--- config.mk ---
export PLATFORM = sky130hd
export DESIGN_NAME = ow_slot_responder
export DESIGN_NICKNAME = d
export VERILOG_FILES = /design/src/rtl/ow_pkg.sv /design/src/rtl/ow_sync.sv /design/src/rtl/ow_fall_det.sv /design/src/rtl/ow_tick_cnt.sv /design/src/rtl/ow_slot_responder.sv
export SDC_FILE = /design/constraint.sdc
export NUM_CORES = 1
export LEC_CHECK = 0
export BUFFER_PORTS_ARGS = -buffer_cell sky130_fd_sc_hd__buf_2
export CAP_MARGIN = 20
export CORE_MARGIN = 2
export CORE_UTILIZATION = 45
export DETAILED_ROUTE_END_ITERATION = 10
export PLACE_DENSITY_LB_ADDON = 0.1
export SYNTH_ARGS = -nofsm -noshare
export SYNTH_HDL_FRONTEND = slang
export SYNTH_SLANG_ARGS = --single-unit
export TNS_END_PERCENT = 50
--- constraint.sdc ---
create_clock -name clk -period 4.95 [get_ports clk]
set_input_delay 0.2475 -clock clk [delete_from_list [all_inputs] [get_ports clk]]
set_output_delay 0.2475 -clock clk [all_outputs]
set_load 0.05 [all_outputs]
--- src/rtl/ow_pkg.sv ---
package ow_pkg;
  typedef enum logic [1:0] {
    ST_IDLE    = 2'd0,
    ST_SLOT    = 2'd1,
    ST_RECOVER = 2'd2
  } ow_state_t;
endpackage

--- src/rtl/ow_sync.sv ---
module ow_sync #(
  parameter int STAGES = 2
) (
  input  logic clk,
  input  logic rst,
  input  logic d,
  output logic q
);
  logic [STAGES-1:0] chain;

  generate
    for (genvar i = 0; i < STAGES; i++) begin : g_stage
      if (i == 0) begin : g_first
        always_ff @(posedge clk) begin
          if (rst) chain[0] <= 1'b1;
          else     chain[0] <= d;
        end
      end else begin : g_next
        always_ff @(posedge clk) begin
          if (rst) chain[i] <= 1'b1;
          else     chain[i] <= chain[i-1];
        end
      end
    end
  endgenerate

  assign q = chain[STAGES-1];
endmodule

--- src/rtl/ow_fall_det.sv ---
module ow_fall_det (
  input  logic clk,
  input  logic rst,
  input  logic level,
  output logic fall
);
  logic level_q;

  always_ff @(posedge clk) begin
    if (rst) level_q <= 1'b1;
    else     level_q <= level;
  end

  assign fall = level_q & ~level;
endmodule

--- src/rtl/ow_tick_cnt.sv ---
module ow_tick_cnt #(
  parameter int W = 5
) (
  input  logic         clk,
  input  logic         rst,
  input  logic         clear,
  input  logic         tick,
  output logic [W-1:0] count
);
  always_ff @(posedge clk) begin
    if (rst || clear)            count <= '0;
    else if (tick && ~&count)    count <= count + 1'b1;
  end
endmodule

--- src/rtl/ow_slot_responder.sv ---
module ow_slot_responder #(
  parameter int SYNC_STAGES = 2,
  parameter int SAMPLE_US   = 30,
  parameter int HOLD_US     = 30
) (
  input  logic clk,
  input  logic rst,
  input  logic line_i,
  input  logic us_tick,
  input  logic tx_mode,
  input  logic tx_bit,
  output logic pull_low_o,
  output logic rx_bit_o,
  output logic rx_valid_o
);
  import ow_pkg::*;

  localparam int MAX_US = (SAMPLE_US > HOLD_US) ? SAMPLE_US : HOLD_US;
  localparam int CW     = $clog2(MAX_US + 1);
  localparam logic [CW-1:0] SAMPLE_LAST = CW'(SAMPLE_US - 1);
  localparam logic [CW-1:0] HOLD_LAST   = CW'(HOLD_US - 1);

  ow_state_t     state;
  logic          line_s;
  logic          fall;
  logic [CW-1:0] elapsed;
  logic          mode_q;
  logic          bit_q;
  logic          sample_hit;
  logic          hold_hit;

  ow_sync #(.STAGES(SYNC_STAGES)) u_sync (
    .clk (clk),
    .rst (rst),
    .d   (line_i),
    .q   (line_s)
  );

  ow_fall_det u_fall (
    .clk   (clk),
    .rst   (rst),
    .level (line_s),
    .fall  (fall)
  );

  ow_tick_cnt #(.W(CW)) u_cnt (
    .clk   (clk),
    .rst   (rst),
    .clear (state == ST_IDLE),
    .tick  (us_tick && state == ST_SLOT),
    .count (elapsed)
  );

  assign sample_hit = us_tick && (elapsed == SAMPLE_LAST);
  assign hold_hit   = us_tick && (elapsed == HOLD_LAST);

  always_ff @(posedge clk) begin
    if (rst) begin
      state      <= ST_IDLE;
      mode_q     <= 1'b0;
      bit_q      <= 1'b1;
      pull_low_o <= 1'b0;
      rx_bit_o   <= 1'b0;
      rx_valid_o <= 1'b0;
    end else begin
      rx_valid_o <= 1'b0;
      unique case (state)
        ST_IDLE: begin
          if (fall) begin
            state      <= ST_SLOT;
            mode_q     <= tx_mode;
            bit_q      <= tx_bit;
            pull_low_o <= tx_mode & ~tx_bit;
          end
        end
        ST_SLOT: begin
          if (!mode_q) begin
            if (sample_hit) begin
              rx_bit_o   <= line_s;
              rx_valid_o <= 1'b1;
              state      <= ST_RECOVER;
            end
          end else if (hold_hit) begin
            pull_low_o <= 1'b0;
            state      <= ST_RECOVER;
          end
        end
        ST_RECOVER: begin
          if (line_s) state <= ST_IDLE;
        end
        default: state <= ST_IDLE;
      endcase
    end
  end

  logic unused_bit;
  assign unused_bit = bit_q;
endmodule

==> reports/results.txt <==
CTS root buffer = clkbuf_4
DR WL/cell = 11.8 um
Yosys warns = 0
Most frequent cells in the layout = dfxtp_1 (14), nor2_1 (8), buf_2 (8)
Core Region = 1300 um2
Power Total = 0.207 mW
Detailed placement HPWL = 783 um
Cts hold-fix bufs = 0
Post-CTS sizing = 0
CTS buffer count = 3
Vias in the first global route = 386
Remaining Overflow, GRT = 0
Register bank with the most flops = u_cnt.count
Register Area = 280 um2
Share of the synthesized area in the top cell type = 45.0%
Post-layout util = 53.9%
Crit path max fanout = 7
Pleak = 0.310 nW
Final wirelength = 1040 um
Worst-case clock skew = 0.00404 ns
Max Cap Viol = 0
Row Count = 13
I/O Buffers = 8
# diodes = 0
Final Max Tran Viols = 0
Layout net count = 83
Final Hold Viols = 0
Area grow syn2layout = 12.7%
Fin Setup TNS = 0 ns
CP endpoint kind = flip-flop
Seq/Total Area, Yosys = 45.0%
DP Area = 666 um2
Critical Path RT = 5.13 ns
Die Width = 41.2 um
Clk slew on worst S/H paths = 0.08 ns
Global-route wire length before repair = 1670 um
Final period util = 40.2%
PwrDens = 295 nW/um2
Hold WC Path Type = in -> reg
Routed Antenna Nets = 0
Post-synthesis cell area = 623 um2
GR Util met2 = 21.1%
Post-CTS setup buffers = 0
Fin Hold WS = 0.149 ns
DRC violations left = 0
Post-synth net total = 72
Starting density of the core = 47.9%
Detailed Route Iter0 Violations = 14
Final Cell Area = 702 um2
FF+latch count, synth = 14
RSZ-0062 raised after global routing = no
Startpoint Class = flip-flop
Commonest non-fill, non-tap cell in the layout = dfxtp_1
Synth Area per Inst = 9.89 um2
Max Fclk = 503 MHz
Max-slew headroom = 64.5%
VDD IR-drop max = 0.163 mV
Busiest grt layer = met2
CTS tree = built
Run status = finished, final reports clean
Setup CP Type = reg -> reg
GPL Wtd Cong = 0.760
Area leader, netlist = dfxtp_1
Layout cell share with drive strength beyond 1 = 23.3%
Synth area leaders = dfxtp_1 (45%), ha_1 (6.0%), nor2_1 (4.8%), inv_1 (4.2%), nand4_4 (3.4%)
Antenna violations before repair = 0
Largest net degree at the start of global routing = 11
TritonCTS Sinks = 14
# IOs = 9
Gr usage total = 16.7%
Clk Latency, worst-skew pair = 0.28 ns
Top Registers = u_cnt.count x5, state x2
Area of the multi-input gates = 300 um2
M1 GR Usage = 20.4%
Overall die area = 1700 um2
Netlist cell types = 27
Die height = 41.2 um
Crit path DAT = 2.16 ns
Worst-margin pin slew = 0.531 ns
Max reg flops = 5
Fin crit period = 1.99 ns
Via density = 5.18
# fillers = 126
Vias = 456
Cells after synthesis = 63
DRT Pass-1 Iters = 4
Max Buffers Root-to-Sink = 2
H-tree depth = 1
Met3 Track Usage GR = 8.15%
Final setup vio count = 0
## critical path, cell delays in order (launching register included)
cell and delay [ns]:
dfxtp_1 0.37, ha_1 0.25, and3_1 0.19, ha_1 0.16, and4bb_1 0.48, nand4_4 0.13
mux2_4 0.30
## cells in the mapped netlist (all sizes together)
library cell  count
dfxtp            14
nor2              8
inv               7
ha                3
or2               3
a211oi            2
a21oi             2
buf               2
mux2i             2
nand2             2
nand3             2
nor3              2
o311ai            2
a31o              1
and3              1
and4bb            1
mux2              1
nand4             1
nand4b            1
o21bai            1
o22ai             1
o41ai             1
or3               1
or4b              1
xnor2             1
## per-layer routing
layer | routed length, um | part of all wire (%)
met2 | 437 | 42
met3 | 42 | 4.0
met5 | 0 | 0
met1 | 547 | 53
met4 | 12 | 1.2
## worst paths after layout
path / start / end / slack [ns] / cells after the start
worst max-delay path: u_cnt.count[0] / u_cnt.count[3] / 2.96 / 6
worst min-delay path: line_i / u_sync.chain[0] / 0.15 / 2
worst max register to register: u_cnt.count[0] / u_cnt.count[3] / 2.96 / 6
worst min register to register: u_sync.chain[0] / u_sync.q / 0.42 / 1
## stage by stage
| stage | setup WS, ns | cells |
|---|---|---|
| detailed placement | 2.98 | 84 |
| global route | 2.87 | 88 |
| global placement | 3.02 | 84 |
| CTS | 2.96 | 88 |
| finish | 2.96 | 88 |
| floorplan | 3.14 | 63 |
## report_power, final
group	internal [mW]	total, mW	switching, mW
combinational	0.00436	0.00986	0.00550
clock	0.0448	0.0816	0.0368
sequential	0.114	0.116	0.00151
## layout make-up
cell class / instances / area share [%]
Clock buffer: 4 / 5.17
Inverter: 7 / 3.74
Multi-Input combinational cell: 40 / 42.8
Sequential cell: 14 / 39.9
Tap cell: 15 / 2.67
Timing Repair Buffer: 8 / 5.70
## kinds of logic after synthesis
kind of cell             synth area share (%)
AND/OR/NAND/NOR                          23.3
flip-flops                               45.0
AO/OA/AOI/OAI                            11.8
buffers and inverters                    6.83
multiplexers                             5.62
adder cells (fa/ha/maj)                  6.02
XOR/XNOR                                 1.41
(Power assumes the default switching activity.)
